===== config.mk =====
export PLATFORM = sky130hd
export DESIGN_NAME = bridge_serr_ctrl
export DESIGN_NICKNAME = d
export VERILOG_FILES = /design/src/rtl/bserr_pkg.sv /design/src/rtl/bserr_retry_track.sv /design/src/rtl/bserr_cause_dec.sv /design/src/rtl/bserr_status.sv /design/src/rtl/bridge_serr_ctrl.sv
export SDC_FILE = /design/constraint.sdc
export NUM_CORES = 1
export LEC_CHECK = 0
export ABC_AREA = 1
export BUFFER_PORTS_ARGS = -buffer_cell sky130_fd_sc_hd__buf_2
export CAP_MARGIN = 25
export CORE_MARGIN = 8
export CORE_UTILIZATION = 51
export CTS_CLUSTER_DIAMETER = 150
export DETAILED_ROUTE_END_ITERATION = 8
export PLACE_DENSITY = 0.71
export SETUP_SLACK_MARGIN = 0.5
export SYNTH_ARGS = -nofsm -noshare
export SYNTH_HDL_FRONTEND = slang
export SYNTH_SLANG_ARGS = --single-unit

===== constraint.sdc =====
create_clock -name clk -period 1.4 [get_ports clk]
set_input_delay 0.21 -clock clk [delete_from_list [all_inputs] [get_ports clk]]
set_output_delay 0.21 -clock clk [all_outputs]
set_load 0.01 [all_outputs]

===== src/rtl/bserr_pkg.sv =====
package bserr_pkg;

    typedef enum logic [2:0] {
        EV_PERR   = 3'd0,
        EV_TABORT = 3'd1,
        EV_MABORT = 3'd2,
        EV_RETRY  = 3'd3,
        EV_DONE   = 3'd4
    } ev_kind_e;

    typedef enum logic [1:0] {
        XF_READ    = 2'd0,
        XF_POSTED  = 2'd1,
        XF_DELAYED = 2'd2
    } xfer_e;

    typedef enum logic {
        DIR_DOWN = 1'b0,
        DIR_UP   = 1'b1
    } dir_e;

    typedef enum logic {
        BUS_PRI = 1'b0,
        BUS_SEC = 1'b1
    } bus_e;

    typedef struct packed {
        logic     valid;
        ev_kind_e kind;
        xfer_e    xfer;
        dir_e     dir;
        bus_e     bus;
        logic     tgt_seen;
    } txn_ev_t;

    typedef struct packed {
        logic serr_en;
        logic cmd_perr;
        logic bctl_perr;
        logic fwd_en;
    } serr_cfg_t;

    typedef struct packed {
        logic fwd;
        logic parity;
        logic abort;
        logic drop;
    } cause_t;

    localparam int NUM_STS = 2;
    localparam int STS_SIG = 0;
    localparam int STS_RCV = 1;

    function automatic bus_e target_bus(dir_e d);
        return (d == DIR_UP) ? BUS_PRI : BUS_SEC;
    endfunction

    function automatic logic is_write(xfer_e x);
        return (x == XF_POSTED) || (x == XF_DELAYED);
    endfunction

endpackage


===== src/rtl/bserr_retry_track.sv =====
module bserr_retry_track
    import bserr_pkg::*;
#(
    parameter int RETRY_W = 24
) (
    input  logic    clk,
    input  logic    rst,
    input  txn_ev_t ev,
    output logic    drop
);
    localparam logic [RETRY_W-1:0] CNT_LAST = '1;

    logic [RETRY_W-1:0] cnt_q;
    logic               retry_hit;
    logic               done_hit;

    assign retry_hit = ev.valid && (ev.kind == EV_RETRY) && is_write(ev.xfer);
    assign done_hit  = ev.valid && (ev.kind == EV_DONE);
    assign drop      = retry_hit && (cnt_q == CNT_LAST);

    always_ff @(posedge clk) begin
        if (rst) begin
            cnt_q <= '0;
        end else if (done_hit || drop) begin
            cnt_q <= '0;
        end else if (retry_hit) begin
            cnt_q <= cnt_q + 1'b1;
        end
    end
endmodule


===== src/rtl/bserr_cause_dec.sv =====
module bserr_cause_dec
    import bserr_pkg::*;
(
    input  serr_cfg_t cfg,
    input  txn_ev_t   ev,
    input  logic      sec_serr_n,
    input  logic      drop,
    output cause_t    cause,
    output logic      rcv_set
);
    logic posted;

    assign posted = ev.valid && (ev.xfer == XF_POSTED);

    always_comb begin
        rcv_set      = !sec_serr_n && cfg.fwd_en;
        cause.fwd    = rcv_set;
        cause.parity = posted && (ev.kind == EV_PERR)
                       && (ev.bus == target_bus(ev.dir))
                       && !ev.tgt_seen
                       && cfg.cmd_perr && cfg.bctl_perr;
        cause.abort  = posted && ((ev.kind == EV_TABORT) || (ev.kind == EV_MABORT));
        cause.drop   = drop;
    end
endmodule


===== src/rtl/bserr_status.sv =====
module bserr_status #(
    parameter int NBITS = 2
) (
    input  logic             clk,
    input  logic             rst,
    input  logic [NBITS-1:0] set,
    input  logic [NBITS-1:0] clr,
    output logic [NBITS-1:0] q
);
    for (genvar i = 0; i < NBITS; i++) begin : g_bit
        always_ff @(posedge clk) begin
            if (rst) begin
                q[i] <= 1'b0;
            end else if (set[i]) begin
                q[i] <= 1'b1;
            end else if (clr[i]) begin
                q[i] <= 1'b0;
            end
        end
    end
endmodule


===== src/rtl/bridge_serr_ctrl.sv =====
module bridge_serr_ctrl
    import bserr_pkg::*;
#(
    parameter int RETRY_W = 24
) (
    input  logic       clk,
    input  logic       rst,
    input  logic       cmd_serr_en,
    input  logic       cmd_perr_resp,
    input  logic       bctl_perr_resp,
    input  logic       bctl_serr_fwd_en,
    input  logic       sec_serr_n,
    input  logic       ev_valid,
    input  logic [2:0] ev_kind,
    input  logic [1:0] ev_xfer,
    input  logic       ev_dir,
    input  logic       ev_bus,
    input  logic       ev_tgt_seen,
    input  logic       clr_sig_serr,
    input  logic       clr_rcv_serr,
    output logic       pri_serr_n,
    output logic       sts_sig_serr,
    output logic       sts_rcv_serr,
    output logic       wr_discard
);
    txn_ev_t            ev;
    serr_cfg_t          cfg;
    cause_t             cause;
    logic               drop;
    logic               rcv_set;
    logic               serr_d;
    logic               serr_q;
    logic               drop_q;
    logic [NUM_STS-1:0] sts_set;
    logic [NUM_STS-1:0] sts_clr;
    logic [NUM_STS-1:0] sts_q;

    always_comb begin
        ev.valid    = ev_valid;
        ev.kind     = ev_kind_e'(ev_kind);
        ev.xfer     = xfer_e'(ev_xfer);
        ev.dir      = dir_e'(ev_dir);
        ev.bus      = bus_e'(ev_bus);
        ev.tgt_seen = ev_tgt_seen;
        cfg.serr_en   = cmd_serr_en;
        cfg.cmd_perr  = cmd_perr_resp;
        cfg.bctl_perr = bctl_perr_resp;
        cfg.fwd_en    = bctl_serr_fwd_en;
    end

    bserr_retry_track #(.RETRY_W(RETRY_W)) u_retry (
        .clk  (clk),
        .rst  (rst),
        .ev   (ev),
        .drop (drop)
    );

    bserr_cause_dec u_dec (
        .cfg        (cfg),
        .ev         (ev),
        .sec_serr_n (sec_serr_n),
        .drop       (drop),
        .cause      (cause),
        .rcv_set    (rcv_set)
    );

    assign serr_d = cfg.serr_en && (|cause);

    always_ff @(posedge clk) begin
        if (rst) begin
            serr_q <= 1'b0;
            drop_q <= 1'b0;
        end else begin
            serr_q <= serr_d;
            drop_q <= drop;
        end
    end

    always_comb begin
        sts_set          = '0;
        sts_clr          = '0;
        sts_set[STS_SIG] = serr_d;
        sts_set[STS_RCV] = rcv_set;
        sts_clr[STS_SIG] = clr_sig_serr;
        sts_clr[STS_RCV] = clr_rcv_serr;
    end

    bserr_status #(.NBITS(NUM_STS)) u_sts (
        .clk (clk),
        .rst (rst),
        .set (sts_set),
        .clr (sts_clr),
        .q   (sts_q)
    );

    assign pri_serr_n   = !serr_q;
    assign wr_discard   = drop_q;
    assign sts_sig_serr = sts_q[STS_SIG];
    assign sts_rcv_serr = sts_q[STS_RCV];
endmodule


Yosys cells after proc, flatten, opt, wreduce, memory -nomap -nowiden --
Cells that the tools add are included.
Cells by class: reductions and logical operators 24, multiplexer cells 5, add/sub/neg operators 1, equal/unequal tests 8
Operator list (count):
- adder 24 x 1 -> 24 bit, second input constant | 1
- == test 24 bit, second input constant | 1
- logical AND 1 bit | 13
- == test 3 x 2 -> 1 bit, second input constant | 2
- 2-to-1 mux 1 bit | 5
- nonzero test 2 bit | 2
- OR reduction 4 bit | 1
- == test 3 x 1 -> 1 bit, second input constant | 1
- == test 3 bit, second input constant | 1
- logical NOT 1 bit | 3
- logical NOT 3 bit | 1
- logical OR 1 bit | 3
- == test 2 x 1 -> 1 bit, second input constant | 1
- == test 2 bit, second input constant | 1
- OR reduction 2 bit | 1
- == test 1 bit | 1
Storage, ports and cells: bits in registers 28, input bits 18, word-level logic and storage cells 43

Logic depth before layout (Yosys ltp) --
Gate-level depths: netlist of the first run.
depth after elaboration 10, depth in mapped cells 10, mapped depth without buffers 10

Cells and area by module --
A second synthesis of the first run with hierarchy kept.
Unflattened totals: cells, all modules 266, area total of the unflattened synthesis 1712.9 um^2
Modules (own cells, without submodules):
- bserr_retry_track | times used 1, cells each 222, area an instance 1462.7 um^2
- bserr_cause_dec | times used 1, cells each 23, area an instance 103.8 um^2
- bridge_serr_ctrl | times used 1, cells each 11, area an instance 73.8 um^2
- bserr_status | times used 1, cells each 10, area an instance 72.6 um^2

Worst setup path after synthesis of the first run --
OpenSTA, ideal clock, no wires.
path type input to register, start point in ev_xfer[1], end point reg u_retry.cnt_q[22], data arrival time 1.343 ns, setup time 0.115 ns, path buffers 0, path slack -0.058 ns, stages on the path 10, cell sequence inv_1 ha_1 inv_1 nand3_1 nor2_1 nand3_1 nor2_1 nand3_1 nand2_1 nor2_1
Between the ends: longest elaborated chain between the ends 6, elaborated cells on any way between the ends 7, those cells by class eq/ne (2); reduce/logical (5)
Ends and longest elaborated chain:
- start: declaration | line bridge_serr_ctrl.sv:15 | input logic [1:0] ev_xfer,
- == test 2 x 1 -> 1 bit / == test 2 bit (equally long branches) | line bserr_pkg.sv:59 | return (x == XF_POSTED) || (x == XF_DELAYED);
- logical OR 1 bit (*) | line bserr_pkg.sv:59
- logical AND 1 bit (*) | line bserr_retry_track.sv:17 | assign retry_hit = ev.valid && (ev.kind == EV_RETRY) && is_write(ev.xfer);
- logical AND 1 bit | line bserr_retry_track.sv:19 | assign drop = retry_hit && (cnt_q == CNT_LAST);
- logical OR 1 bit | line bserr_retry_track.sv:24 | end else if (done_hit || drop) begin
- OR reduction 2 bit (no line)
- end signal: assignment | line bserr_retry_track.sv:27 | cnt_q <= cnt_q + 1'b1;
- end: declaration | line bserr_retry_track.sv:13 | logic [RETRY_W-1:0] cnt_q;
Mark *: on every way between the ends. The rest lies on a longest branch, timed or not. A chain may end at the register's enable or synchronous reset.

Worst setup path after layout of the first run --
start point reg u_retry.cnt_q[1], end point reg u_retry.cnt_q[21]
Between the ends: longest elaborated chain between the ends 4, elaborated cells on any way between the ends 5, those cells by class add/sub (1); eq/ne (1); reduce/logical (3)
Ends and longest elaborated chain:
- parallel branches: the longest is 4 deep, another holds adder 24 x 1 -> 24 bit
Several ways; the timed one is not identified.

==> run_results.csv, run 1 <==
group,metric,value,unit
synth,syn_area,0.00163,mm2
timing,fin_crit_sh,102,%
clock_network,cts.sinks,28,
timing,hold_violations,0,
power_and_ir_drop,p_per_area,633,mW/mm2
global_route,antenna_found_initial,0,
routing,first_pass_iters,4,
clock_network,cts_buffers,3,
job,drv_cap,0,
power_and_ir_drop,p_leak,1.04,nW
power_and_ir_drop,combPwrFrac,9.9,%
placed_design,gp_congestion,0.901,
floorplan,rows,20,
finish,final_layout_size_suffix_gt1_share,41.2,%
timing,final-setup-viol-count,10,
timing,final_max_slew_viol_count,0,
worst_setup_path,worstPathArrival,1.68,ns
routing,avgRoutedWirePerCell,11.6,um
power_and_ir_drop,seqPwrFrac,53.8,%
global_route,grt_overflow,0,
routing,drcViolationCount,0,
routing,detail-route-antenna-nets,0,
timing,period_needed,1.42,ns
min_path,hold_depth,2,
synth,synth_largest_area_cell,"dfxtp_1",
placed_design,place_area,0.00213,mm2
global_route,grt_pass1_vias,1599,
floorplan,die_area,0.00526,mm2
power_and_ir_drop,p_int,0.00117,W
finish,fin_nets,327,
finish,fin_area,0.00236,mm2
timing,rsz0062_at_grt,"yes",
finish,num_antenna_cells,0,
placed_design,dp_hpwl,3130,um
routing,via_per_inst,4.71,
finish,final_common_cell,"nand2_1",
routing,wirelength,4060,um
floorplan,io_pins,22,
floorplan,core-area,0.00305,mm2
timing,tightest_slew,0.548,ns
synth,ys_top_cells_by_area,"dfxtp_1 (34%), nand2_1 (14%), nor2_1 (9.0%)",
min_path,min_from,"rst",
power_and_ir_drop,ir_drop,620,uV
timing,fmax,702,MHz
floorplan,die_width,72.5,um
timing,timing.final.ws_setup,-0.0237,ns
routing,vias,1648,
synth,syn_inst,239,
clock_network,cts_tree,"yes",
synth,netlist-cell-type-count,24,
worst_setup_path,r2r_start,"u_retry.cnt_q[1]$_SDFFE_PP0P_",
placed_design,portBuffers,21,
timing,fin_skew,0.0157,ns
worst_setup_path,critPathCaptureType,"register",
synth,synth_nets,259,
worst_setup_path,regToRegEndpoint,"u_retry.cnt_q[21]$_SDFFE_PP0P_",
global_route,grt_pass1_wl,6730,um
worst_setup_path,cp-start-kind,"register",
worst_setup_path,rrSetupSlack,-0.02,ns
floorplan,initial_core_util,53.4,%
power_and_ir_drop,switchingPower,0.000329,W
clock_network,clock_path_buffers,2,
floorplan,die_y,72.5,um
timing,slew-limit-headroom,63.3,%
global_route,grt_max_degree,17,
power_and_ir_drop,power_switching_share,22.0,%
finish,mostFrequentLayoutCells,"nand2_1 (59), buf_4 (39), inv_1 (32)",
clock_network,hold_buffers,0,
global_route,track_usage,15.8,%
finish,nFillCells,241,
synth,synth_top_cell_area_share,34.4,%
worst_setup_path,crit_type,"reg -> reg",
synth,yosysSeqAreaShare,34.4,%
synth,synth_seq_cells,28,
worst_setup_path,critPathRequiredTime,1.65,ns
finish,area_growth,44.9,%
min_path,hold_end,"u_sts.q[1]$_SDFFE_PP0P_",
clock_network,cts-root-buf,"clkbuf_4",
clock_network,clkSlewWorstSetupHoldPaths,0.16,ns
status,outcome,"finished with violations",
min_path,hp-class,"in -> reg",
power_and_ir_drop,pwr-share-clk,36.3,%
clock_network,insertion_delay,0.34,ns
synth,avgSynthCellArea,6.82,um2
worst_setup_path,crit_fanout,7,
worst_setup_path,reg2regPathDepth,9,
timing,fin_tns_setup,-0.134,ns
routing,drt-initial-drc-count,56,
clock_network,htree_levels,1,
status,violations,"setup timing",
finish,fin_util,77.3,%
synth,yosysWarnings,0,
[cell type report]
cell class / count / area (um2) / share of cell area [%]
multi-input combinational: 175 / 1060 / 44.8
sequential: 28 / 573 / 24.3
timing repair buffer: 65 / 493 / 20.9
inverter: 34 / 130 / 5.51
tap: 44 / 55.1 / 2.33
clock inverter: 1 / 30.0 / 1.27
clock buffer: 3 / 22.5 / 0.954
[power by group through the flow]
stage                     sequential (W)  clock [W]  combinational [W]
after global placement          0.000820          0           0.000131
after global routing            0.000805   0.000587           0.000158
final                           0.000804   0.000543           0.000148
after detailed placement        0.000820          0           0.000133
after floorplan                 0.000821          0          0.0000662
after CTS                       0.000803   0.000551           0.000144
[routing by layer]
layer | GRT usage (%) | vias up | wire, um
met5 | 0 | - | 0
met4 | 3.78 | 0 | 46
met3 | 3.86 | 6 | 155
met2 | 29.0 | 26 | 2120
met1 | 17.7 | 741 | 1730
li1 | - | 875 | -
[critical path, cell delays in order (launching register included)]
cell     delay (ns)
dfxtp_2        0.40
ha_4           0.15
inv_4          0.04
nor2_4         0.09
nand2_2        0.07
nor2_4         0.15
nand3_4        0.13
nand2_8        0.12
buf_12         0.14
nor2_2         0.04
[cell families (layout without fill, tap and decap cells)]
family / Yosys count / count (layout) / synth area share (%)
buffers and inverters: 36 / 103 / 9.22
AOI/OAI and AO/OA: 13 / 13 / 5.38
xor gates and xnor gates: 10 / 10 / 5.38
adders and majority gates: 2 / 2 / 1.54
and+or+nand+nor: 150 / 150 / 44.1
DFF: 28 / 28 / 34.4
[cell usage after synthesis]
cell type and count:
nor3_4 1, dfxtp_1 28, xor2_1 9, nor2_1 39, o21ai_0 2, nand4_1 8
xnor2_1 1, nand2_4 2, a31oi_1 1, nand3_1 14, or2_0 1, buf_6 2
a21oi_1 3, o21bai_1 4, nand3_4 1, ha_1 2, nor3_1 3, nand2_1 62
nor2_2 10, a21oi_2 3, nand3b_1 2, nand2_2 3, inv_1 34, nor2_4 4
[per-stage QoR]
| step | hold WS (ns) | setup slack [ns] | cells | power [W] |
|---|---|---|---|---|
| after detailed placement | 0.418 | -0.110 | 337 | 0.000954 |
| final | 0.0566 | -0.0237 | 350 | 0.00149 |
| after floorplan | 0.279 | 0.0886 | 239 | 0.000888 |
| after global routing | 0.0425 | -0.107 | 350 | 0.00155 |
| after CTS | 0.0465 | 0.00796 | 349 | 0.00150 |
| after global placement | 0.421 | -0.0712 | 337 | 0.000951 |
[how the worst max path moves through the flow]
stage | startpoint | end | slack, ns
after floorplan | u_retry.cnt_q[0]$_SDFFE_PP0P_ | u_retry.cnt_q[12]$_SDFFE_PP0P_ | 0.09
after global placement | ev_xfer[0] | u_retry.cnt_q[22]$_SDFFE_PP0P_ | -0.07
after global routing | u_retry.cnt_q[0]$_SDFFE_PP0P_ | u_retry.cnt_q[16]$_SDFFE_PP0P_ | -0.11
after CTS | u_retry.cnt_q[0]$_SDFFE_PP0P_ | u_sts.q[0]$_SDFFE_PP0P_ | 0.008
final | u_retry.cnt_q[1]$_SDFFE_PP0P_ | u_retry.cnt_q[21]$_SDFFE_PP0P_ | -0.02
after detailed placement | ev_xfer[0] | u_retry.cnt_q[22]$_SDFFE_PP0P_ | -0.11
[sequential cells by signal (all words and copies together) (netlist names)]
name	cells
serr_q	1
u_sts.q	2
u_retry.cnt_q	24
wr_discard	1
[what timing repair did]
| action | CTS | global route |
|---|---|---|
| gates resized for setup | 21 | 10 |
| pin swaps | 11 | 6 |
| setup endpoints to repair | 31 | 31 |
| cloned | 0 | 0 |
| setup buffers | 8 | 1 |
Power figures use the tool's default switching activity.
==> inputs of run 2 (changes only) <==
ABC_AREA = 0   (was 1)
CORE_UTILIZATION = 50   (was 51)
==> run 2 against run 1 <==
Effect of this change: the run still ends with setup timing left; via count fell by 17%; core utilization fell by 0.28 points; area after synthesis fell by 14%; global-route usage rose by 0.53 points; cell area fell by 12%; sequential power barely moved; critical path depth fell by 1; sequential cell count did not move; clock-buffer cell count rose by 1; total power fell by 12%; die area fell by 9.5%.
==> run_results.csv, run 2 <==
group,metric,value,unit
worst_setup_path,cp-start-kind,"register",
floorplan,die_area,0.00476,mm2
clock_network,cts_buffers,3,
power_and_ir_drop,p_per_area,633,mW/mm2
clock_network,insertion_delay,0.33,ns
finish,fin_nets,245,
global_route,grt_overflow,0,
job,drv_cap,0,
floorplan,die_y,69.0,um
floorplan,core-area,0.00271,mm2
worst_setup_path,worstPathArrival,1.77,ns
finish,fin_util,77.1,%
global_route,grt_pass1_vias,1384,
finish,mostFrequentLayoutCells,"buf_4 (43), nor2_1 (28), buf_2 (18)",
placed_design,portBuffers,21,
worst_setup_path,critPathRequiredTime,1.64,ns
routing,detail-route-antenna-nets,0,
clock_network,htree_levels,1,
routing,drt-initial-drc-count,64,
routing,wirelength,3640,um
placed_design,dp_hpwl,2640,um
clock_network,clkSlewWorstSetupHoldPaths,0.14,ns
worst_setup_path,critPathMostFrequentCell,"buf_6",
timing,fin_skew,0.00334,ns
min_path,hp-class,"in -> reg",
synth,ys_async_sr_fraction,0,%
finish,nFillCells,195,
timing,slew-limit-headroom,83.8,%
timing,timing.final.ws_setup,-0.132,ns
synth,avgSynthCellArea,9.06,um2
power_and_ir_drop,ir_drop,681,uV
synth,synth_seq_cells,28,
worst_setup_path,max_stage_delay,0.38,ns
worst_setup_path,cp_slowest_cell,"dfxtp_2",
synth,ys.flop_type,"dfxtp_1",
global_route,grt_pass1_wl,6070,um
finish,largest_reg_flops,24,
global_route,antenna_found_initial,0,
routing,via_per_inst,5.37,
clock_network,clock_path_buffers,2,
synth,syn_inst,155,
placed_design,gp_congestion,0.830,
finish,area_growth,48.8,%
timing,tightest_slew,0.242,ns
timing,final_max_slew_viol_count,0,
worst_setup_path,critPathCaptureType,"register",
routing,drcViolationCount,0,
timing,period_needed,1.53,ns
power_and_ir_drop,p_leak,0.919,nW
synth,synth_edf_count,0,
floorplan,die_width,69.0,um
synth,yosysWarnings,0,
finish,largest_register,"u_retry.cnt_q",
routing,first_pass_iters,4,
finish,layout.cells.non_filler,255,
finish,num_antenna_cells,0,
synth,netlist-cell-type-count,33,
timing,fin_hold_ws,0.102,ns
clock_network,hold_buffers,0,
finish,final_layout_size_suffix_gt1_share,49.6,%
status,violations,"setup timing",
floorplan,initial_core_util,51.8,%
placed_design,dpl.cell_count,241,
floorplan,rows,19,
synth,synthTopCellsByCount,"nor2_1 (29), dfxtp_1 (28), nand2_1 (11)",
routing,vias,1369,
floorplan,io_pins,22,
clock_network,cts_tree,"yes",
synth,synth_top_cell_area_share,39.9,%
worst_setup_path,cp_cell_sequence,"ha_4, nand3b_1, nor2_4, buf_6, buf_6, and4_1, xnor2_1, nor2_1",
timing,rsz0062_at_grt,"yes",
clock_network,cts.sinks,28,
routing,avgRoutedWirePerCell,14.3,um
timing,hold_violations,0,
timing,fmax,653,MHz
finish,final_common_cell,"buf_4",
synth,yosysSeqAreaShare,39.9,%
global_route,grt_max_degree,16,
placed_design,pre_cts_slack,-0.266,ns
worst_setup_path,crit_type,"reg -> reg",
power_and_ir_drop,total_power,0.00132,W
synth,syn_area,0.00140,mm2
global_route,track_usage,16.3,%
synth,yosysMostFrequentCell,"nor2_1",
finish,largestRegisters,"u_retry.cnt_q: 24 flops, u_sts.q: 2 flops",
status,outcome,"finished with violations",
timing,fin_crit_sh,109,%
synth,ys_top_cells_by_area,"dfxtp_1 (40%), nor2_1 (7.8%), xor2_1 (6.2%)",
timing,final-setup-viol-count,25,
clock_network,cts-root-buf,"clkbuf_4",
worst_setup_path,crit_fanout,3,
synth,synth_nets,175,
synth,synth_largest_area_cell,"dfxtp_1",
[run 2: final timing paths]
kind | start | end | slack [ns] | depth (start not counted)
worst max-delay path | u_retry.cnt_q[0]$_SDFFE_PP0P_ | u_retry.cnt_q[6]$_SDFFE_PP0P_ | -0.13 | 8
worst min-delay path | cmd_serr_en | serr_q$_SDFF_PP0_ | 0.10 | 3
worst max register to register | u_retry.cnt_q[0]$_SDFFE_PP0P_ | u_retry.cnt_q[6]$_SDFFE_PP0P_ | -0.13 | 8
worst min register to register | u_sts.q[0]$_SDFFE_PP0P_ | u_sts.q[0]$_SDFFE_PP0P_ | 0.49 | 1
[run 2: final cells by class]
| class | count | area (um2) | share of cell area, % |
|---|---|---|---|
| flip-flops and latches | 28 | 581 | 27.8 |
| repair buffers | 69 | 512 | 24.5 |
| clock buffers | 4 | 36.3 | 1.74 |
| inverters | 4 | 17.5 | 0.839 |
| well taps | 31 | 38.8 | 1.86 |
| multi-input cells | 119 | 903 | 43.3 |
[run 2: power breakdown]
| part | switching (W) | total [W] | leakage [nW] | internal, W |
|---|---|---|---|---|
| registers | 0.00000318 | 0.000805 | 0.234 | 0.000802 |
| clock network | 0.000232 | 0.000392 | 0.0210 | 0.000159 |
| logic | 0.0000567 | 0.000125 | 0.664 | 0.0000679 |
| total | 0.000292 | 0.00132 | 0.919 | 0.00103 |
[run 2: critical path: cells and delay by family, from the launching register on]
kind | cells | cell delay (ns)
adders and majority gates | 1 | 0.15
xor gates and xnor gates | 1 | 0.12
buffers and inverters | 2 | 0.20
DFF | 1 | 0.38
and+or+nand+nor | 4 | 0.59
[run 2: timing repair]
| item | CTS | global route |
|---|---|---|
| setup buffers | 5 | 5 |
| endpoints found under the setup margin | 31 | 31 |
| pin swaps | 11 | 9 |
| endpoints found under the hold margin | 0 | 0 |
| gates resized for setup | 24 | 6 |
[run 2: kinds of logic after synthesis]
family	count (synthesis)	synth area share (%)
xor+xnor	19	11.9
fa+ha+maj	2	1.78
buf+inv	8	2.76
simple gates	80	34.0
compound gates	18	9.62
flops	28	39.9
[run 2: metrics by stage]
step | cell area [um2] | setup TNS, ns
4_1_cts | 2020 | -0.907
6_report | 2090 | -0.905
5_1_grt | 2090 | -3.18
3_5_place_dp | 1860 | -4.18
3_3_place_gp | 1860 | -3.36
2_1_floorplan | 1450 | -0.199
[run 2: per-layer routing]
metal / track usage (%) / up-vias / wire length [um]
li1: - / 689 / -
met1: 17.9 / 662 / 1510
met2: 30.4 / 14 / 2010
met3: 3.55 / 4 / 79
met4: 5.01 / 0 / 36
met5: 0 / - / 0
